File: src/rtl/gpio_evt_pkg.sv
package gpio_evt_pkg;
  parameter int ADDR_W = 8;
  parameter int DATA_W = 32;
  parameter logic [ADDR_W-1:0] OFS_RISE_EN = 8'h44;
  parameter logic [ADDR_W-1:0] OFS_FALL_EN = 8'h48;
  parameter logic [ADDR_W-1:0] OFS_PENDING = 8'h80;
  parameter logic [ADDR_W-1:0] OFS_MASK    = 8'h94;
  parameter logic [ADDR_W-1:0] OFS_CLEAR   = 8'h98;
endpackage

File: src/rtl/gpio_pin_sync.sv
module gpio_pin_sync #(
  parameter int NPINS  = 32,
  parameter int STAGES = 2
) (
  input  logic             clk_i,
  input  logic             rst_i,
  input  logic [NPINS-1:0] pin_i,
  output logic [NPINS-1:0] rise_o,
  output logic [NPINS-1:0] fall_o
);
  logic [NPINS-1:0] chain_q [STAGES];
  logic [NPINS-1:0] prev_q;
  logic             armed_q;

  always_ff @(posedge clk_i) begin
    if (rst_i) begin
      for (int i = 0; i < STAGES; i++) chain_q[i] <= '0;
      prev_q  <= '0;
      armed_q <= 1'b0;
    end else begin
      chain_q[0] <= pin_i;
      for (int i = 1; i < STAGES; i++) chain_q[i] <= chain_q[i-1];
      prev_q  <= chain_q[STAGES-1];
      armed_q <= 1'b1;
    end
  end

  // compare newest settled sample with the one before it
  always_comb begin
    rise_o = armed_q ? ( chain_q[STAGES-1] & ~prev_q) : '0;
    fall_o = armed_q ? (~chain_q[STAGES-1] &  prev_q) : '0;
  end
endmodule

File: src/rtl/gpio_evt_regs.sv
module gpio_evt_regs
  import gpio_evt_pkg::*;
#(
  parameter int NPINS = 32
) (
  input  logic              clk_i,
  input  logic              rst_i,
  input  logic              wr_en_i,
  input  logic              rd_en_i,
  input  logic [ADDR_W-1:0] addr_i,
  input  logic [DATA_W-1:0] wdata_i,
  input  logic [NPINS-1:0]  cause_i,
  output logic [NPINS-1:0]  rise_en_o,
  output logic [NPINS-1:0]  fall_en_o,
  output logic [NPINS-1:0]  mask_o,
  output logic              clr_wr_o,
  output logic [NPINS-1:0]  clr_bits_o,
  output logic [DATA_W-1:0] rdata_o
);
  logic [DATA_W-1:0] rd_mux;

  function automatic logic [DATA_W-1:0] widen(input logic [NPINS-1:0] v);
    logic [DATA_W-1:0] r;
    r = '0;
    r[NPINS-1:0] = v;
    return r;
  endfunction

  always_ff @(posedge clk_i) begin
    if (rst_i) begin
      rise_en_o <= '0;
      fall_en_o <= '0;
      mask_o    <= '0;
    end else if (wr_en_i) begin
      if (addr_i == OFS_RISE_EN) rise_en_o <= wdata_i[NPINS-1:0];
      if (addr_i == OFS_FALL_EN) fall_en_o <= wdata_i[NPINS-1:0];
      if (addr_i == OFS_MASK)    mask_o    <= wdata_i[NPINS-1:0];
    end
  end

  assign clr_wr_o   = wr_en_i && (addr_i == OFS_CLEAR);
  assign clr_bits_o = clr_wr_o ? wdata_i[NPINS-1:0] : '0;

  always_comb begin
    unique case (addr_i)
      OFS_RISE_EN: rd_mux = widen(rise_en_o);
      OFS_FALL_EN: rd_mux = widen(fall_en_o);
      OFS_MASK:    rd_mux = widen(mask_o);
      OFS_PENDING: rd_mux = widen(cause_i & mask_o);
      default:     rd_mux = '0;
    endcase
  end

  always_ff @(posedge clk_i) begin
    if (rst_i)        rdata_o <= '0;
    else if (rd_en_i) rdata_o <= rd_mux;
  end
endmodule

File: src/rtl/gpio_cause_bank.sv
module gpio_cause_bank #(
  parameter int NPINS = 32
) (
  input  logic             clk_i,
  input  logic             rst_i,
  input  logic [NPINS-1:0] hit_i,
  input  logic [NPINS-1:0] clr_i,
  output logic [NPINS-1:0] cause_o
);
  // a new hit outranks a clear of the same bit
  always_ff @(posedge clk_i) begin
    if (rst_i) cause_o <= '0;
    else       cause_o <= (cause_o & ~clr_i) | hit_i;
  end
endmodule

File: src/rtl/gpio_evt_top.sv
module gpio_evt_top
  import gpio_evt_pkg::*;
#(
  parameter int NPINS  = 32,
  parameter int STAGES = 2
) (
  input  logic              clk_i,
  input  logic              rst_i,
  input  logic [NPINS-1:0]  pin_i,
  input  logic              wr_en_i,
  input  logic              rd_en_i,
  input  logic [ADDR_W-1:0] addr_i,
  input  logic [DATA_W-1:0] wdata_i,
  output logic [DATA_W-1:0] rdata_o,
  output logic              irq_o
);
  logic [NPINS-1:0] rise_p, fall_p, rise_en, fall_en, mask_q;
  logic [NPINS-1:0] clr_bits, cause_q, hits;
  logic             clr_wr;

  gpio_pin_sync #(.NPINS(NPINS), .STAGES(STAGES)) sync_i (
    .clk_i(clk_i), .rst_i(rst_i), .pin_i(pin_i),
    .rise_o(rise_p), .fall_o(fall_p)
  );

  gpio_evt_regs #(.NPINS(NPINS)) regs_i (
    .clk_i(clk_i), .rst_i(rst_i), .wr_en_i(wr_en_i), .rd_en_i(rd_en_i),
    .addr_i(addr_i), .wdata_i(wdata_i), .cause_i(cause_q),
    .rise_en_o(rise_en), .fall_en_o(fall_en), .mask_o(mask_q),
    .clr_wr_o(clr_wr), .clr_bits_o(clr_bits), .rdata_o(rdata_o)
  );

  assign hits = (rise_p & rise_en) | (fall_p & fall_en);

  gpio_cause_bank #(.NPINS(NPINS)) bank_i (
    .clk_i(clk_i), .rst_i(rst_i), .hit_i(hits), .clr_i(clr_bits),
    .cause_o(cause_q)
  );

  always_ff @(posedge clk_i) begin
    if (rst_i) irq_o <= 1'b0;
    else       irq_o <= |(cause_q & mask_q);
  end
endmodule

File: config.mk
export PLATFORM = sky130hd
export DESIGN_NAME = gpio_evt_top
export DESIGN_NICKNAME = d
export VERILOG_FILES = /design/src/rtl/gpio_evt_pkg.sv /design/src/rtl/gpio_pin_sync.sv /design/src/rtl/gpio_evt_regs.sv /design/src/rtl/gpio_cause_bank.sv /design/src/rtl/gpio_evt_top.sv
export SDC_FILE = /design/constraint.sdc
export NUM_CORES = 1
export LEC_CHECK = 0
export BUFFER_PORTS_ARGS = -buffer_cell sky130_fd_sc_hd__buf_4
export CAP_MARGIN = 30
export CORE_MARGIN = 3
export CORE_UTILIZATION = 60
export CTS_BUF_LIST = sky130_fd_sc_hd__clkbuf_4 sky130_fd_sc_hd__clkbuf_8
export DETAILED_ROUTE_END_ITERATION = 10
export GPL_ROUTABILITY_DRIVEN = 0
export PLACE_DENSITY = 0.81
export SLEW_MARGIN = 20
export SYNTH_ARGS = -nofsm -noshare
export SYNTH_HDL_FRONTEND = slang
export SYNTH_SLANG_ARGS = --single-unit
File: constraint.sdc
create_clock -name clk_i -period 1.8 [get_ports clk_i]
set_input_delay 0.36 -clock clk_i [delete_from_list [all_inputs] [get_ports clk_i]]
set_output_delay 0.36 -clock clk_i [all_outputs]
set_load 0.1 [all_outputs]
==> impl_results.md, run 1 <==
* X dimension of the die at 134 microns
* Average wire per cell in the routed design at 17.9 microns
* Layout overhead on the synthesized area at 21.7%
* Setup TNS at 0 ps
* Cell count after placement at 1406
* Port Buffers at 108
* Residual DRC count at 0
* Crit share post-route at 88.8%
* Worst Skew at 10.6 ps
* Worst hold slack at 44.6 ps
* Ys Warns at 0
* Final number of setup-violating endpoints at 0
* Post-layout util at 74.7%
* Overall global routing resource usage at 28.8%
* Remaining antenna violation count after routing at 0
* Most congested layer reported by global routing: met2
* Worst EP arrival at 1240 ps
* Length of the first detailed-routing pass in iterations at 6
* Resize count post-CTS at 0
* Met1 usage in global routing at 38.5%
* Sequential share of the synthesized area at 52.8%
* GR Layer Usage met3 at 5.74%
* Clock transition at path regs at 60 ps
* Standby leakage power at 4.25 nW
* Count of clock tree sinks at 258
* Number of max-capacitance violations reported at 0
* Area inside the core boundary at 15900 sq um
* TritonCTS Buffers at 41
* Minimum period implied by the final worst setup slack at 1600 ps
* Net count after synthesis at 1197
* Maximum clock frequency at 626 MHz
* Length in cells of the worst reg-to-reg path at 5
* Worst Setup Slack post-DPL at -67.0 ps
* Hold violation count in the final report at 0
* Violation count after the first detailed-route iteration at 848
* Final layout net count at 1309
* Startpoint type of the worst setup path: flip-flop
* Post-CTS Repair Setup Buffers at 0
* Congestion Overflow GR at 0
* WS Path Type: reg -> out
* Cell area power density at 959 nW/um^2
* Number of pins with negative max-slew slack in the final report at 0
* Worst hold path stage count at 2
* Dpl cell area at 11000 sq um
* CTS tree: done
* Initial Util at 61.4%
* RSZ-0062 raised after global routing: false
* Slew at the pin with the worst max-slew slack at 448 ps
* Antenna violations before repair at 1
* Worst path max stage delay at 390 ps
* Half-perimeter wire length of the detailed placement result at 16900 microns
* Area of the mapped netlist at 9780 sq um
* Detailed-route via count at 8829
* Synth Instances at 1121
* Critical path buffer and inverter count at 1
* Met2 demand-to-capacity share in global routing at 46.4%
* Count of inserted antenna diode cells at 0
* Critical path data required time at 1440 ps
* Post-route cell area at 11900 sq um
* Fraction of layout instances using a drive strength above 1 at 18.3%
* First-pass GRT wire length at 42100 microns
* Worst-case vdd ir drop at 779 uV
* H-tree depth reported by CTS at 2
* Clock latency of the later-clocked register in the worst-skew pair at 520 ps
* Cells traversed along the worst timing path: buf_4
* Kind of cell adding the most delay to the critical path: flip-flops
* Critical-path cell with the highest stage delay: dfxtp_1
* Worst slew margin relative to its limit at 69.8%
* Number of cells on the critical path at 1
* Post-layout total power at 11.4 mW
* Maximum clock insertion buffer count at 3
* Library cell used as clock root buffer: clkbuf_8
* FF-to-FF setup slack at 260 ps
* Largest driver fanout on the critical path at 2
* Ratio of routed vias to standard cells at 5.98
* Largest net degree at the start of global routing at 81
* Die Area at 17900 sq um
* Outcome: finished clean
* Mean Syn Cell Area at 8.73 sq um
* Die height at 134 microns
* Final Instance Count excl. Fillers at 1476
* Post-layout worst setup margin at 202 ps
* Synthesis-stage register bit count at 258
* Worst min-delay path category: in -> reg
* Num rows at 46
* CTS hold repair buffers at 0
* Crit end category: primary output
* Routed wire length at 26400 microns
* I/O pin count at 109
* Count of cell types in the netlist at 35
* Via count of the first global-routing pass at 8414
[layout make-up]
type / count / area (sq um)
flip-flops and latches: 258 / 5160
well taps: 216 / 270
repair buffers: 153 / 1330
clock buffers: 68 / 848
inverters: 2 / 7.51
fillers: 1193 / 4040
multi-input cells: 777 / 4270
clock inverters: 2 / 12.5
[placed cells by master (no fill, tap or decap)]
cell / Yosys / layout
a22o_1: 29 / 29
nor4b_4: 1 / 1
o211ai_1: 2 / 2
nor4_1: 2 / 2
o21ai_1: 1 / 1
clkinv_2: 0 / 1
nor4b_2: 1 / 2
a21oi_1: 97 / 97
and4bb_2: 1 / 1
or4b_2: 1 / 1
dfxtp_1: 258 / 258
nand2_1: 258 / 258
buf_12: 0 / 14
a211oi_4: 0 / 1
nand3b_1: 32 / 32
nor3_1: 1 / 1
nand4b_1: 1 / 1
and3b_1: 1 / 1
o21ai_0: 35 / 35
a22oi_1: 61 / 61
buf_4: 3 / 138
nor2_1: 35 / 34
nor3b_1: 2 / 2
and2_1: 5 / 5
nor2_2: 0 / 1
a32o_1: 3 / 3
nand4_1: 40 / 40
clkbuf_8: 0 / 54
a222oi_1: 3 / 3
buf_6: 0 / 1
and3_1: 4 / 4
inv_1: 2 / 2
nand3_1: 33 / 33
clkbuf_4: 0 / 14
a211o_1: 1 / 1
o221ai_1: 28 / 28
nor2b_1: 97 / 97
clkinvlp_4: 0 / 1
[kinds of logic after synthesis]
logic type / after synthesis / share of synthesized area (%)
AND/OR/NAND/NOR: 516 / 26.0
AO/OA/AOI/OAI: 261 / 17.6
flip-flops: 258 / 52.8
buffers and inverters: 86 / 3.67
[cells in the mapped netlist]
cell,n,area share [%]
a211o_1,1,0.090
a211oi_2,1,0.13
a21oi_1,97,5.0
a222oi_1,3,0.31
a22o_1,29,2.6
a22oi_1,61,4.7
a32o_1,3,0.31
and2_1,5,0.32
and3_1,4,0.26
and3b_1,1,0.090
and4bb_2,1,0.13
buf_1,8,0.31
buf_2,20,1.0
buf_4,3,0.23
clkbuf_1,53,2.0
dfxtp_1,258,53
inv_1,2,0.077
nand2_1,258,9.9
nand3_1,33,1.7
nand3b_1,32,2.5
nand4_1,40,2.6
nand4b_1,1,0.090
nor2_1,35,1.3
nor2b_1,97,6.2
nor3_1,1,0.051
nor3b_1,2,0.15
nor4_1,2,0.13
nor4b_1,1,0.090
nor4b_2,1,0.15
nor4b_4,1,0.24
o211ai_1,2,0.15
o21ai_0,35,1.8
o21ai_1,1,0.051
o221ai_1,28,2.5
or4b_2,1,0.10
[worst register-to-register path, stage by stage, from the launching register on]
cell and delay [ps]:
dfxtp_1 330, and2_1 170, nand4b_1 210, nor4_1 460, buf_4 180, a21oi_1 70
[flip-flops by register name (all words and copies together), names as in the netlist]
name	cells
irq_o	1
bank_i.cause_o	32
sync_i.armed_q	1
regs_i.rdata_o	32
regs_i.mask_o	32
sync_i.chain_q	64
regs_i.fall_en_o	32
sync_i.prev_q	32
regs_i.rise_en_o	32
[power breakdown]
part | switching [mW] | leakage [nW] | total, mW | internal (mW)
combinational | 0.283 | 1.70 | 0.498 | 0.215
clock | 2.12 | 0.457 | 5.07 | 2.95
sequential | 0.0429 | 2.09 | 5.85 | 5.80
total | 2.44 | 4.25 | 11.4 | 8.97
[worst paths after layout]
check | from | to
worst max register to register | regs_i.mask_o[30] | irq_o
worst min-delay path | pin_i[2] | sync_i.chain_q[0][2]
worst min register to register | sync_i.chain_q[0][14] | sync_i.chain_q[0][46]
worst max-delay path | regs_i.rdata_o[0] | rdata_o[0]
[routing by layer]
metal | vias to the layer above | wire length, microns
met2 | 470 | 12500
li1 | 4153 | -
met1 | 4147 | 10600
met5 | - | 0
met3 | 59 | 2720
met4 | 0 | 563
No activity file was read; power rests on OpenSTA's default activity.
==> run 2, diff against run 1 <==
Settings changed: CORE_UTILIZATION 60 to 47, PLACE_DENSITY 0.81 to 0.66, SETUP_SLACK_MARGIN set to 0.05.
==> impl_results.md, run 2 (synthesis gave the netlist of run 1 again) <==
* TritonCTS Buffers at 43 (+4.9%)
* Max reg flops at 64 (unchanged)
* Worst Skew at 25.4 ps (+14.8 ps)
* Num rows at 52 (+13%)
* Library cell used as clock root buffer: clkbuf_8
* I/O pin count at 109 (unchanged)
* Clock transition at path regs at 70 ps (about the same)
* Worst EP arrival at 1280 ps (+40 ps)
* HP Start: pin_i[1]
* Slew at the pin with the worst max-slew slack at 527 ps (+78.6 ps)
* Maximum clock frequency at 609 MHz (-2.7%)
* H-tree depth reported by CTS at 2 (unchanged)
* Post-CTS Repair Setup Buffers at 0 (unchanged)
* Detailed-route via count at 8639 (-2.2%)
* Worst min-delay path category: in -> reg
* Residual DRC count at 0 (unchanged)
* Antenna violations before repair at 0 (-1)
* Remaining antenna violation count after routing at 0 (unchanged)
* Crit end category: primary output
* CTS hold repair buffers at 0 (unchanged)
* Die height at 150 microns (+12%)
* Layout overhead on the synthesized area at 23.1%
* Cell area power density at 984 nW/um^2 (+2.6%)
* Maximum clock insertion buffer count at 3 (unchanged)
* Largest driver fanout on the critical path at 2 (unchanged)
* Startpoint of the most critical setup path: regs_i.rdata_o[30]
* Fraction of layout instances using a drive strength above 1 at 19.2% (+0.96 points)
* Post-layout worst setup margin at 157 ps (-44.4 ps)
* Ratio of routed vias to standard cells at 5.59 (-6.5%)
* Largest net degree at the start of global routing at 71 (-12%)
* Congestion Overflow GR at 0 (unchanged)
* Post-layout util at 59.1% (-16 points)
* Minimum period implied by the final worst setup slack at 1640 ps (+44.4 ps)
* Port Buffers at 108 (unchanged)
* Critical-path cell with the highest stage delay: dfxtp_1
* Final number of setup-violating endpoints at 0 (unchanged)
* Crit share post-route at 91.3% (+2.5 points)
* Area inside the core boundary at 20400 sq um (+28%)
* Clock latency of the later-clocked register in the worst-skew pair at 540 ps (+20 ps)
* Violation count after the first detailed-route iteration at 659 (-22%)
* WS Path Type: reg -> out
* Critical path buffer and inverter count at 1 (unchanged)
* X dimension of the die at 150 microns (+12%)
* Hold violation count in the final report at 0 (unchanged)
* Critical path data required time at 1440 ps (about the same)
* Worst Setup Slack post-DPL at -140 ps (-72.9 ps)
* RSZ-0062 raised after global routing: false
* Half-perimeter wire length of the detailed placement result at 17800 microns (+5.6%)
* Startpoint type of the worst setup path: flip-flop
* Number of pins with negative max-slew slack in the final report at 0 (unchanged)
* Count of inserted antenna diode cells at 0 (unchanged)
* Overall global routing resource usage at 24.1% (-4.7 points)
* Die Area at 22600 sq um (+26%)
* Worst hold slack at 25.9 ps (-18.8 ps)
* Resize count post-CTS at 0 (unchanged)
* Register containing the most flip-flops in the final layout: sync_i.chain_q
* Average wire per cell in the routed design at 17.9 microns (about the same)
* Count of clock tree sinks at 258 (unchanged)
* First-pass GRT wire length at 43600 microns (+3.4%)
* FILL cells at 1797 (+51%)
* Via count of the first global-routing pass at 8411 (-0.036%)
* Standby leakage power at 4.33 nW (+1.7%)
* Length of the first detailed-routing pass in iterations at 5 (-1)
* Initial Util at 48.0% (-13 points)
* Number of max-capacitance violations reported at 0 (unchanged)
* CTS tree: done
* Worst slew margin relative to its limit at 64.9% (-5.0 points)
* Kind of cell adding the most delay to the critical path: flip-flops
* Final layout net count at 1321 (+0.92%)
* Worst R2R Start: bank_i.cause_o[30]
* Cells traversed along the worst timing path: buf_4
* Post-layout total power at 11.8 mW (+3.8%)
* Worst-case vdd ir drop at 785 uV (+0.67%)
* Routed wire length at 27600 microns (+4.6%)
* Worst path max stage delay at 410 ps (+20 ps)
* Outcome: finished clean
* Commonest cells after routing, fill and taps aside: nand2_1 (258), dfxtp_1 (258), buf_4 (154)
[run 2: report_power, final]
part	switching, mW	internal [mW]	leakage (nW)	total, mW
Sequential	0.0397	5.80	2.09	5.84
Combinational	0.288	0.220	1.73	0.508
Clock	2.30	3.20	0.500	5.50
[run 2: layout make-up]
cell class                 count  area [sq um]  area share (%)
clock inverter                12           110           0.915
tap                          270           338            2.81
multi-input combinational    777          4270            35.5
clock buffer                  63           817            6.79
timing repair buffer         163          1330            11.0
sequential                   258          5160            42.9
inverter                       2          7.51          0.0624
[run 2: layer usage]
layer / track usage, % / wire length, microns / up-vias
met4: 8.01 / 520 / 0
met2: 39.1 / 12900 / 319
met1: 32.6 / 12100 / 4107
met3: 4.30 / 2060 / 42
li1: - / - / 4171
met5: 0 / 0 / -
[run 2: final timing paths]
kind	end	slack, ps	cells after the start
max	rdata_o[30]	160	1
min	sync_i.chain_q[0][1]	30	2
max reg2reg	irq_o	300	4
min reg2reg	sync_i.chain_q[0][56]	430	1
[run 2: through the flow]
step                      setup TNS [ps]  std cells  instance area [sq um]
after global routing                   0       1545                  12000
after CTS                              0       1545                  12000
final                                  0       1545                  12000
after global placement             -4210       1470                  11100
after floorplan                        0       1121                   9780
after detailed placement           -4640       1470                  11100
==> run 3, diff against run 2 <==
Settings changed: CORE_ASPECT_RATIO set to 0.6.
==> impl_results.md, run 3 (synthesis gave the netlist of run 1 again) <==
* Outcome: finished clean
* Max reg flops at 64 (unchanged)
* I/O pin count at 109 (unchanged)
* Maximum clock frequency at 622 MHz (+2.1%)
* Library cell used as clock root buffer: clkbuf_8
* Worst Skew at 14.9 ps (-10.5 ps)
* Routed wire length at 27200 microns (-1.2%)
* Worst-case vdd ir drop at 522 uV (-33%)
* Resize count post-CTS at 0 (unchanged)
* Crit end category: primary output
* Minimum period implied by the final worst setup slack at 1610 ps (-34.4 ps)
* Remaining antenna violation count after routing at 0 (unchanged)
* Post-CTS Repair Setup Buffers at 0 (unchanged)
* Length of the first detailed-routing pass in iterations at 5 (unchanged)
* Final Instance Count excl. Fillers at 1529 (-1.0%)
* Cell count after placement at 1470 (unchanged)
* RSZ-0062 raised after global routing: false
* Cells traversed along the worst timing path: buf_4
* Num rows at 40 (-23%)
* Dpl cell area at 11100 sq um (about the same)
* Layout overhead on the synthesized area at 21.3%
* Congestion Overflow GR at 0 (unchanged)
* Cell area power density at 937 nW/um^2 (-4.8%)
* Violation count after the first detailed-route iteration at 876 (+33%)
* Clock network fraction of total power at 42.9% (-3.5 points)
* Antenna violations before repair at 0 (unchanged)
* Switching share of power at 22.1% (-0.040 points)
* Die Area at 22600 sq um (+0.25%)
* Slew at the pin with the worst max-slew slack at 526 ps (-0.633 ps)
* Switching power at 2.46 mW (-6.3%)
* Fraction of layout instances using a drive strength above 1 at 18.0% (-1.2 points)
* Standby leakage power at 4.22 nW (-2.5%)
* First-pass GRT wire length at 43100 microns (-1.0%)
* Largest driver fanout on the critical path at 2 (unchanged)
* Post-route cell area at 11900 sq um (-1.4%)
* Worst EP arrival at 1250 ps (-30 ps)
* Setup TNS at 0 ps (unchanged)
* TritonCTS Buffers at 38 (-12%)
* Port Buffers at 108 (unchanged)
* Count of clock tree sinks at 258 (unchanged)
* Final number of setup-violating endpoints at 0 (unchanged)
* Largest net degree at the start of global routing at 88 (+24%)
* CTS hold repair buffers at 0 (unchanged)
* Number of max-capacitance violations reported at 0 (unchanged)
* Via count of the first global-routing pass at 7944 (-5.6%)
* Critical path data required time at 1440 ps (about the same)
* FILL cells at 1795 (-0.11%)
* Average wire per cell in the routed design at 17.8 microns (-0.20%)
* Kind of cell adding the most delay to the critical path: flip-flops
* Worst path max stage delay at 410 ps (about the same)
* Seq pwr share at 52.5% (+3.2 points)
* Register containing the most flip-flops in the final layout: sync_i.chain_q
* Die height at 118 microns (-22%)
* H-tree depth reported by CTS at 2 (unchanged)
* Clock transition at path regs at 60 ps (about the same)
* Overall global routing resource usage at 23.5% (-0.59 points)
* Ratio of routed vias to standard cells at 5.59 (about the same)
* Critical path buffer and inverter count at 1 (unchanged)
* Worst min-delay path category: in -> reg
* Area inside the core boundary at 20200 sq um (-0.71%)
* Hold violation count in the final report at 0 (unchanged)
* Commonest cells after routing, fill and taps aside: nand2_1 (258), dfxtp_1 (258), buf_4 (150)
* Residual DRC count at 0 (unchanged)
* Number of pins with negative max-slew slack in the final report at 0 (unchanged)
* Half-perimeter wire length of the detailed placement result at 17700 microns (-0.71%)
* Count of inserted antenna diode cells at 0 (unchanged)
* Crit share post-route at 89.4% (-1.9 points)
* Startpoint type of the worst setup path: flip-flop
* Detailed-route via count at 8552 (-1.0%)
* Maximum clock insertion buffer count at 3 (unchanged)
* Initial Util at 48.4% (+0.34 points)
* Internal power component at 8.66 mW (-6.1%)
* Clock latency of the later-clocked register in the worst-skew pair at 520 ps (-20 ps)
* Final layout net count at 1313 (-0.61%)
* WS Path Type: reg -> out
* Comb power frac at 4.5% (+0.2 points)
* CTS tree: done
* X dimension of the die at 192 microns (+28%)
* Critical-path cell with the highest stage delay: dfxtp_1
* Worst slew margin relative to its limit at 64.9% (about the same)
-- run 3: cell count changes in the layout (fill, tap and decap cells not counted) --
cell | previous run | this run
buf_12 | 8 | 9
buf_4 | 154 | 150
bufinv_16 | 2 | 0
clkbuf_4 | 8 | 7
clkbuf_8 | 55 | 51
clkinv_2 | 10 | 1
-- run 3: metal layers --
metal | share of wire [%] | track usage [%]
met1 | 48 | 35.8
met2 | 43 | 34.7
met3 | 7.3 | 4.35
met4 | 1.4 | 4.73
met5 | 0 | 0
-- run 3: layout make-up --
| cell class | count | area, sq um | area share (%) |
|---|---|---|---|
| Multi-Input combinational cell | 777 | 4270 | 36.0 |
| Clock buffer | 58 | 754 | 6.36 |
| Sequential cell | 258 | 5160 | 43.5 |
| Tap cell | 273 | 342 | 2.88 |
| Inverter | 2 | 7.51 | 0.0633 |
| Timing Repair Buffer | 160 | 1320 | 11.1 |
| Clock inverter | 1 | 5.00 | 0.0422 |
-- run 3: path summary, 6_finish.rpt --
check / start / depth (start not counted) / end / slack [ps]
min: pin_i[17] / 2 / sync_i.chain_q[0][17] / 50
max: regs_i.rdata_o[17] / 1 / rdata_o[17] / 190
min reg2reg: sync_i.chain_q[0][15] / 1 / sync_i.chain_q[0][47] / 430
max reg2reg: bank_i.cause_o[30] / 5 / irq_o / 320
-- run 3: power groups by stage --
stage,sequential (mW),clock (mW),combinational [mW]
final,5.84,4.78,0.502
after global routing,5.85,5.12,0.539
after CTS,5.84,4.87,0.499
after detailed placement,5.97,0,0.498
after global placement,5.97,0,0.495
after floorplan,5.95,0,0.215
-- run 3: stage by stage --
step	hold WS [ps]	total power, mW	utilization (%)	setup slack, ps
floorplan	414	6.17	-	142
global placement	416	6.46	54.9	-65.6
detailed placement	422	6.46	54.9	-101
CTS	29.6	11.2	58.7	177
global route	34.3	11.5	58.7	152
finish	47.2	11.1	58.7	192
